$ cat config.mk
export PLATFORM = sky130hd
export DESIGN_NAME = cache_victim_selector
export DESIGN_NICKNAME = d
export VERILOG_FILES = /design/src/rtl/cvs_pkg.sv /design/src/rtl/cvs_sweep.sv /design/src/rtl/cvs_lfsr.sv /design/src/rtl/cache_victim_selector.sv
export SDC_FILE = /design/constraint.sdc
export NUM_CORES = 1
export LEC_CHECK = 0
export BUFFER_PORTS_ARGS = -buffer_cell sky130_fd_sc_hd__buf_2
export CORE_ASPECT_RATIO = 1.1
export CORE_MARGIN = 3
export CORE_UTILIZATION = 45
export CTS_BUF_LIST = sky130_fd_sc_hd__clkbuf_16
export DETAILED_ROUTE_END_ITERATION = 8
export GPL_ROUTABILITY_DRIVEN = 0
export PLACE_DENSITY_LB_ADDON = 0.3
export SYNTH_ARGS = -nofsm -noshare
export SYNTH_HDL_FRONTEND = slang
export SYNTH_SLANG_ARGS = --single-unit
$ cat constraint.sdc
create_clock -name clk -period 3.55 [get_ports clk]
set_input_delay 0.5325 -clock clk [delete_from_list [all_inputs] [get_ports clk]]
set_output_delay 0.5325 -clock clk [all_outputs]
set_load 0.1 [all_outputs]
$ cat src/rtl/cvs_pkg.sv
package cvs_pkg;
  typedef enum logic {
    DIR_UP   = 1'b0,
    DIR_DOWN = 1'b1
  } sweep_dir_e;

  typedef enum logic {
    POL_SWEEP  = 1'b0,
    POL_RANDOM = 1'b1
  } policy_e;
endpackage

$ cat src/rtl/cvs_sweep.sv
module cvs_sweep
  import cvs_pkg::*;
#(
  parameter int NUM_SLOTS = 63,
  parameter int IDX_W     = 6
) (
  input  logic             clk,
  input  logic             rst,
  input  logic             clr,
  input  logic             step,
  output logic [IDX_W-1:0] pos_q,
  output logic [IDX_W-1:0] pos_nxt
);
  localparam logic [IDX_W-1:0] LAST = IDX_W'(NUM_SLOTS - 1);

  sweep_dir_e dir_q, dir_nxt;

  always_comb begin
    pos_nxt = pos_q;
    dir_nxt = dir_q;
    if (clr) begin
      pos_nxt = '0;
      dir_nxt = DIR_UP;
    end else if (step) begin
      if (dir_q == DIR_UP) begin
        if (pos_q == LAST) begin
          pos_nxt = LAST - 1'b1;
          dir_nxt = DIR_DOWN;
        end else begin
          pos_nxt = pos_q + 1'b1;
        end
      end else begin
        if (pos_q == '0) begin
          pos_nxt = IDX_W'(1);
          dir_nxt = DIR_UP;
        end else begin
          pos_nxt = pos_q - 1'b1;
        end
      end
    end
  end

  always_ff @(posedge clk) begin
    if (rst) begin
      pos_q <= '0;
      dir_q <= DIR_UP;
    end else begin
      pos_q <= pos_nxt;
      dir_q <= dir_nxt;
    end
  end


  sweep_unit_step_chk: assert property (@(posedge clk) disable iff (rst)
    (step && !clr) |=> ((pos_q == $past(pos_q) + 1'b1) || (pos_q + 1'b1 == $past(pos_q))));


  sweep_hold_chk: assert property (@(posedge clk) disable iff (rst)
    (!step && !clr) |=> ($stable(pos_q) && $stable(dir_q)));


  sweep_restart_chk: assert property (@(posedge clk) disable iff (rst)
    clr |=> (pos_q == '0 && dir_q == DIR_UP));
endmodule

$ cat src/rtl/cvs_lfsr.sv
module cvs_lfsr #(
  parameter int           W    = 6,
  parameter logic [W-1:0] TAPS = 6'b110000,
  parameter logic [W-1:0] SEED = 6'd1
) (
  input  logic         clk,
  input  logic         rst,
  input  logic         step,
  output logic [W-1:0] state_q,
  output logic [W-1:0] state_nxt
);
  logic fb;

  always_comb begin
    fb        = ^(state_q & TAPS);
    state_nxt = step ? {state_q[W-2:0], fb} : state_q;
  end

  always_ff @(posedge clk) begin
    if (rst) state_q <= SEED;
    else     state_q <= state_nxt;
  end


  lfsr_nonzero_chk: assert property (@(posedge clk) disable iff (rst)
    state_q != '0);


  lfsr_hold_chk: assert property (@(posedge clk) disable iff (rst)
    !step |=> $stable(state_q));
endmodule

$ cat src/rtl/cache_victim_selector.sv
module cache_victim_selector
  import cvs_pkg::*;
#(
  parameter int NUM_SLOTS = 63,
  parameter int IDX_W     = 6,
  parameter logic [IDX_W-1:0] LFSR_TAPS = 6'b110000
) (
  input  logic             clk,
  input  logic             rst,
  input  logic             mode_i,
  input  logic             fill_i,
  input  logic             flush_i,
  output logic [IDX_W-1:0] victim_o
);
  localparam logic [IDX_W-1:0] SLOTS_W = IDX_W'(NUM_SLOTS);

  policy_e          policy;
  logic             sweep_step, rand_step;
  logic [IDX_W-1:0] sweep_pos, sweep_nxt;
  logic [IDX_W-1:0] rand_state, rand_nxt;
  logic [IDX_W-1:0] rand_idx;
  logic [IDX_W-1:0] victim_q;

  assign policy     = policy_e'(mode_i);
  assign sweep_step = fill_i && (policy == POL_SWEEP);
  assign rand_step  = fill_i && !flush_i && (policy == POL_RANDOM);

  cvs_sweep #(
    .NUM_SLOTS (NUM_SLOTS),
    .IDX_W     (IDX_W)
  ) sweep_i (
    .clk     (clk),
    .rst     (rst),
    .clr     (flush_i),
    .step    (sweep_step),
    .pos_q   (sweep_pos),
    .pos_nxt (sweep_nxt)
  );

  cvs_lfsr #(
    .W    (IDX_W),
    .TAPS (LFSR_TAPS)
  ) lfsr_i (
    .clk       (clk),
    .rst       (rst),
    .step      (rand_step),
    .state_q   (rand_state),
    .state_nxt (rand_nxt)
  );

  // fold values past the last slot back into range
  always_comb begin
    if (rand_nxt >= SLOTS_W) rand_idx = rand_nxt - SLOTS_W;
    else                     rand_idx = rand_nxt;
  end

  always_ff @(posedge clk) begin
    if (rst || flush_i) begin
      victim_q <= '0;
    end else if (fill_i) begin
      victim_q <= (policy == POL_RANDOM) ? rand_idx : sweep_nxt;
    end
  end

  assign victim_o = victim_q;


  victim_range_chk: assert property (@(posedge clk) disable iff (rst)
    victim_o < SLOTS_W);


  victim_idle_chk: assert property (@(posedge clk) disable iff (rst)
    (!fill_i && !flush_i) |=> $stable(victim_o));


  victim_flush_chk: assert property (@(posedge clk) disable iff (rst)
    flush_i |=> (victim_o == '0));


  flush_keeps_lfsr_chk: assert property (@(posedge clk) disable iff (rst)
    flush_i |=> $stable(rand_state));
endmodule

[Word-level counts from Yosys, hierarchy flattened]
Cells that the tools add are included.
Word-level totals
  flip-flop bits (word level): 19
  logic and storage cells: 29
  output and inout bits: 6
Cells by class
  mux-type cells: 11
  bitwise gates (word level): 1
  reductions and logical operators: 8
  $lt $le $gt $ge: 1
  add/subtract/negate cells: 3
  equality and inequality tests: 1
Operators with widths (number)
  6-bit 2-to-1 mux: 8
  6-bit by 1-bit adder with 6-bit output (second input constant): 1
  6-bit equality test (second input constant): 1
  6-bit greater-or-equal comparator (second input constant): 1
  6-bit logical NOT: 1
  6-bit parity: 1
  6-bit by 1-bit subtractor with 6-bit output (second input constant): 1
  6-bit subtractor (second input constant): 1
  1-bit logical AND: 3
  1-bit 2-to-1 mux: 3
  2-bit OR reduction: 1
  1-bit logical NOT: 1
  1-bit logical OR: 1
  1-bit NOT: 1

[Logic depth before layout (Yosys ltp)]
  depth in word-level cells: 7
  gate-level depth with buffers: 11
  depth with buffers taken out: 10

[Modules after synthesis]
Synthesis repeated with hierarchy kept, for this count alone.
Second synthesis, totals
  cell total of the unflattened synthesis: 157
  area total of the unflattened synthesis: 1326.3 sq um
By module, submodules not included
  cvs_sweep: sequential area each 140.1 sq um, cells each 85, instances 1, area each 660.6 sq um
  cache_victim_selector: sequential area each 120.1 sq um, cells each 49, instances 1, area each 392.9 sq um
  cvs_lfsr: sequential area each 120.1 sq um, cells each 23, instances 1, area each 272.8 sq um

[Least setup slack after synthesis]
No wires, ideal clock.
  kind: input to register
  from: input fill_i
  to: register victim_q[5] (netlist: victim_o[5])
  arrival: 2.480 ns
  buffers on the path: 1
  slack: 0.945 ns
  setup time: 0.125 ns
  stages: 11
  cells stage by stage: buf_2 -> nand2_1 -> nor2_1 -> nor2_1 -> nor2_1 -> ha_1 -> and4_2 -> nand2_1 -> or4b_4 -> a32oi_1 -> o21ai_1
Between the ends
  longest elaborated chain between the ends: 6
  elaborated cells on any way between the ends: 10
  classes of those cells: 1 x add/sub; 1 x order compare; 5 x mux; 3 x reduce/logical
Ends and longest elaborated chain
  start: declaration: RTL line cache_victim_selector.sv:11  | input logic fill_i,
  1-bit logical AND * (2 in a row): RTL line cache_victim_selector.sv:26  | assign rand_step = fill_i && !flush_i && (policy == POL_RANDOM);
  6-bit 2-to-1 mux *: RTL line cvs_lfsr.sv:16  | state_nxt = step ? {state_q[W-2:0], fb} : state_q;
  via lfsr_i.state_nxt[0]: RTL line cvs_lfsr.sv:10  | output logic [W-1:0] state_nxt
  6-bit subtractor / 6-bit greater-or-equal comparator (equally long branches): RTL line cache_victim_selector.sv:53  | if (rand_nxt >= SLOTS_W) rand_idx = rand_nxt - SLOTS_W;
  6-bit 2-to-1 mux *: RTL line cache_victim_selector.sv:53
  6-bit 2-to-1 mux *: RTL line cache_victim_selector.sv:61  | victim_q <= (policy == POL_RANDOM) ? rand_idx : sweep_nxt;
  end signal: assignment: RTL line cache_victim_selector.sv:61
  end: declaration: RTL line cache_victim_selector.sv:22  | logic [IDX_W-1:0] victim_q;
The timed path passes the listed nets; every way through them passes the cells marked *.
A chain may end at the register's enable or synchronous reset.

[Worst setup path in the final report]
Ends and elaborated chain as after synthesis.

==> out/qor.log <==
[status] status finished clean
[power] power dissipated by switching net loads 0.0001204 W
[cts] depth of the CTS H-tree 1
[critical_path] type of destination of the critical path flop
[yosys] sequential cell area fraction in the yosys report 29.77%
[floorplan] Die Footprint 0.003515 mm2
[cts] CTS tree built
[power] Static Leak 0.5176 nW
[place] placed instance count 189
[yosys] Unique masters post-synth 52
[sta] Tightest Pin Transition 0.5699 ns
[yosys] cell area after technology mapping 0.001277 mm2
[cts] maximum buffer depth of the clock tree 2
[route] total detailed-routing wirelength 2976 um
[cells_and_area] count of nets after finishing 173
[route] detailed-route vias per instance 6.098
[sta] final worst path period share 76.26%
[yosys] post-synthesis cell count 160
[yosys] number of nets produced by synthesis 170
[sta] RSZ-0062 raised after global routing no
[sta] Slew Viols, Final 0
[power] power per unit of standard cell area 366.1 mW/mm2
[cts] Num Clock Sinks 19
[yosys] mean instance size in the synthesized netlist 7.984 um2
[power] worst-case vdd ir drop 321.2 uV
[global_route] pin count of the biggest net entering global routing 13
[sta] clock tree skew after final layout 0.002886 ns
[cells_and_area] share of layout cells above drive strength 1 16.67%
[global_route] met3 layer usage reported by global route 2.273%
[yosys] fraction of registers with async set or reset after synthesis 0%
[floorplan] total number of placement rows 19
[cells_and_area] total area of multi-input combinational cells 809.5 um2
[cts] number of buffers inserted by post-CTS setup repair 0
[cells_and_area] Reg area 380.4 um2
[yosys] number of synthesized register bits 19
[critical_path] arrival time of data at the critical path endpoint 2.84 ns
[critical_path] Critical Path Most Common Cell sky130_fd_sc_hd__nor2_1
[power] Switching Fraction 23.81%
[sta] number of setup violations in the final report 0
[place] Final HPWL DP 2187 um
[route] Iter 0 DRT Violations 68
[critical_path] crit-path cells buf_2, nand2_1, nor2_1, nor2_1, nor2_1, ha_1, and4_2, nand2_1, or4b_4, a32oi_1, o21ai_1
[floorplan] starting density of the core 49.30%
[critical_path] required time of the worst setup path 3.68 ns
[route] detail-routed net length per standard cell 15.42 um
[min_path] Min-Delay Path Class flop to flop
[cts] CTS Root Buffer Type sky130_fd_sc_hd__clkbuf_16
[cells_and_area] final cell count without fillers 193
[cts] clk slew on worst S/H paths 0.06 ns
[route] antenna-violating nets left 0
[global_route] number of global-route vias before repair 1153
[cts] post-cts resize count 0
[sta] Fin. Hold Viols 0
[global_route] wire length of the first global-routing pass 5002 um
[place] DP Area 0.001301 mm2
[floorplan] I/O pins 11
[route] detailed-route DRC error count 0
[cts] hold-fix buffer count after cts 0
[power] cell-internal power 0.0003853 W
[power] proportion of power drawn by flip-flops and latches 43.6%
[global_route] GR met1 Demand/Resource 19.02%
[sta] post-route setup TNS 0 ns
[place] Buffers on Ports 10
[critical_path] nature of the critical path startpoint primary input
[critical_path] cell type of the slowest stage on the worst timing path sky130_fd_sc_hd__or4b_4
[floorplan] die span in y 61.88 um
[critical_path] maximum fanout encountered on the critical timing path 11
[run] maxcap violations 0
[route] first drt pass iteration count 5
[floorplan] core area 0.002591 mm2
[cells_and_area] ant diodes 0
[floorplan] Die Width 56.80 um
[cts] clock insertion delay at the later pin of the skew report 0.25 ns
[global_route] global-route congestion overflow total 0
[yosys] top flip-flop cell by instance count after synthesis sky130_fd_sc_hd__dfxtp_1
[yosys] yosys warns 0
[route] via count 1177
[global_route] Top Usage Layer GRT met2
[cts] total CTS buffers 3
[power] clock network fraction of design power 45.9%
[global_route] Global Route Usage Sum 17.91%
[sta] Max Clock Freq 369.4 MHz
[critical_path] Slowest Stage Delay on Critical Path 0.50 ns
[sta] worst-case headroom to the max-slew limit 61.93%
[cells_and_area] Area Growth Syn to Fin 8.129%
[critical_path] Worst Path Class, Setup primary input to flop
[sta] final critical-path required period 2.707 ns
[cells_and_area] Layout Cell Area excl Fill 0.001381 mm2
[cells_and_area] number of fill cells in the layout 251
[global_route] met2 routing resource usage after global routing 35.81%
[yosys] EDFF count, synth 0
[global_route] antenna violations before repair 0
[power] Comb pwr share 10.5%
[synthesized netlist by cell type (all sizes together) (3+ instances only)]
| cell type | instances | area, um2 |
|---|---|---|
| a31oi | 4 | 25.02 |
| or2 | 3 | 18.77 |
| nor2b | 3 | 18.77 |
| ha | 5 | 62.56 |
| o22ai | 3 | 18.77 |
| nor2 | 14 | 52.55 |
| nand2 | 20 | 75.07 |
| a21oi | 14 | 70.07 |
| o211ai | 3 | 22.52 |
| clkbuf | 8 | 40.04 |
| inv | 6 | 22.52 |
| dfxtp | 19 | 380.4 |
| buf | 4 | 25.02 |
| mux2i | 3 | 30.03 |
| o21ai | 10 | 53.80 |
[area by class of cell]
type | count | share of cell area, %
Multi-Input combinational cell | 123 | 58.61
Tap cell | 31 | 2.808
Sequential cell | 19 | 27.54
Timing Repair Buffer | 10 | 3.623
Inverter | 6 | 1.630
Clock inverter | 1 | 0.3623
Clock buffer | 3 | 5.435
[kinds of logic (layout without fill, tap and decap cells)]
| group | count (synthesis) | after routing | synth area share, % |
|---|---|---|---|
| xor gates and xnor gates | 3 | 3 | 2.057 |
| muxes | 5 | 5 | 4.114 |
| AOI/OAI and AO/OA | 52 | 52 | 27.82 |
| DFF | 19 | 19 | 29.77 |
| buffers and inverters | 18 | 20 | 6.856 |
| adders and majority gates | 5 | 5 | 4.897 |
| and+or+nand+nor | 58 | 58 | 24.49 |
[power groups by stage]
stage	clock network, W	logic [W]	registers (W)
floorplan	0	0.0000381	0.000232
global placement	0	0.0000517	0.000225
detailed placement	0	0.0000528	0.000225
CTS	0.000236	0.0000530	0.000221
global route	0.000244	0.0000584	0.000221
finish	0.000232	0.0000531	0.000221
[worst max-delay path: cells and delay by family]
family                     cells  cell delay, ns
and+or+nand+nor                7            1.63
AOI/OAI and AO/OA              2            0.29
buffers and inverters          1            0.20
adders and majority gates      1            0.19
[registers in the layout, summed over array words and instances (netlist names)]
name	cells
sweep_i.pos_q	6
lfsr_i.state_q	6
sweep_i.dir_q	1
victim_o	6
[routing by layer]
metal	vias up	share of wire [%]
met4	0	0.97
li1	592	-
met2	25	53
met3	4	2.3
met5	-	0
met1	556	43
[layout by cell type, fill, tap and decap left out, types with 2 or more instances in the layout]
cell	netlist	routed
sky130_fd_sc_hd__dfxtp_1	19	19
sky130_fd_sc_hd__buf_2	2	10
sky130_fd_sc_hd__a21oi_1	14	14
sky130_fd_sc_hd__a211oi_1	2	2
sky130_fd_sc_hd__mux2_2	2	2
sky130_fd_sc_hd__o22ai_1	3	3
sky130_fd_sc_hd__clkbuf_16	0	3
sky130_fd_sc_hd__nand2b_1	2	2
sky130_fd_sc_hd__o21ai_0	7	7
sky130_fd_sc_hd__nor2_1	14	14
sky130_fd_sc_hd__o21ai_1	2	2
sky130_fd_sc_hd__ha_1	5	5
sky130_fd_sc_hd__a31oi_1	4	4
sky130_fd_sc_hd__a32oi_1	2	2
sky130_fd_sc_hd__o211ai_1	3	3
sky130_fd_sc_hd__nor4_1	2	2
sky130_fd_sc_hd__nor2b_1	3	3
sky130_fd_sc_hd__xor2_1	2	2
sky130_fd_sc_hd__or2_2	3	3
sky130_fd_sc_hd__nand2_1	20	20
sky130_fd_sc_hd__inv_1	6	6
sky130_fd_sc_hd__nor3_1	2	2
sky130_fd_sc_hd__a21boi_0	2	2
sky130_fd_sc_hd__mux2i_1	3	3
[per-stage QoR]
step | worst slack [ns] | total power, W | utilization (%) | hold WS (ns)
6_report | 0.8428 | 0.0005057 | 53.31 | 0.5039
5_1_grt | 0.6824 | 0.0005237 | 53.31 | 0.5418
4_1_cts | 0.8545 | 0.0005096 | 53.31 | 0.5083
3_5_place_dp | 0.6118 | 0.0002779 | 50.22 | 0.4694
3_3_place_gp | 0.7524 | 0.0002768 | 50.22 | 0.4701
2_1_floorplan | 0.9449 | 0.0002702 | - | 0.4659
[path summary, 6_finish.rpt]
| kind | start | slack, ns | cells past startpoint | end |
|---|---|---|---|---|
| setup / recovery | fill_i | 0.84 | 11 | victim_o[5]$_SDFFE_PP0P_ |
| hold / removal | victim_o[1]$_SDFFE_PP0P_ | 0.50 | 2 | victim_o[1]$_SDFFE_PP0P_ |
| setup reg to reg | lfsr_i.state_q[4]$_SDFF_PP0_ | 1.11 | 9 | victim_o[5]$_SDFFE_PP0P_ |
| hold reg to reg | victim_o[1]$_SDFFE_PP0P_ | 0.50 | 2 | victim_o[1]$_SDFFE_PP0P_ |
No activity file was read; power rests on OpenSTA's default activity.
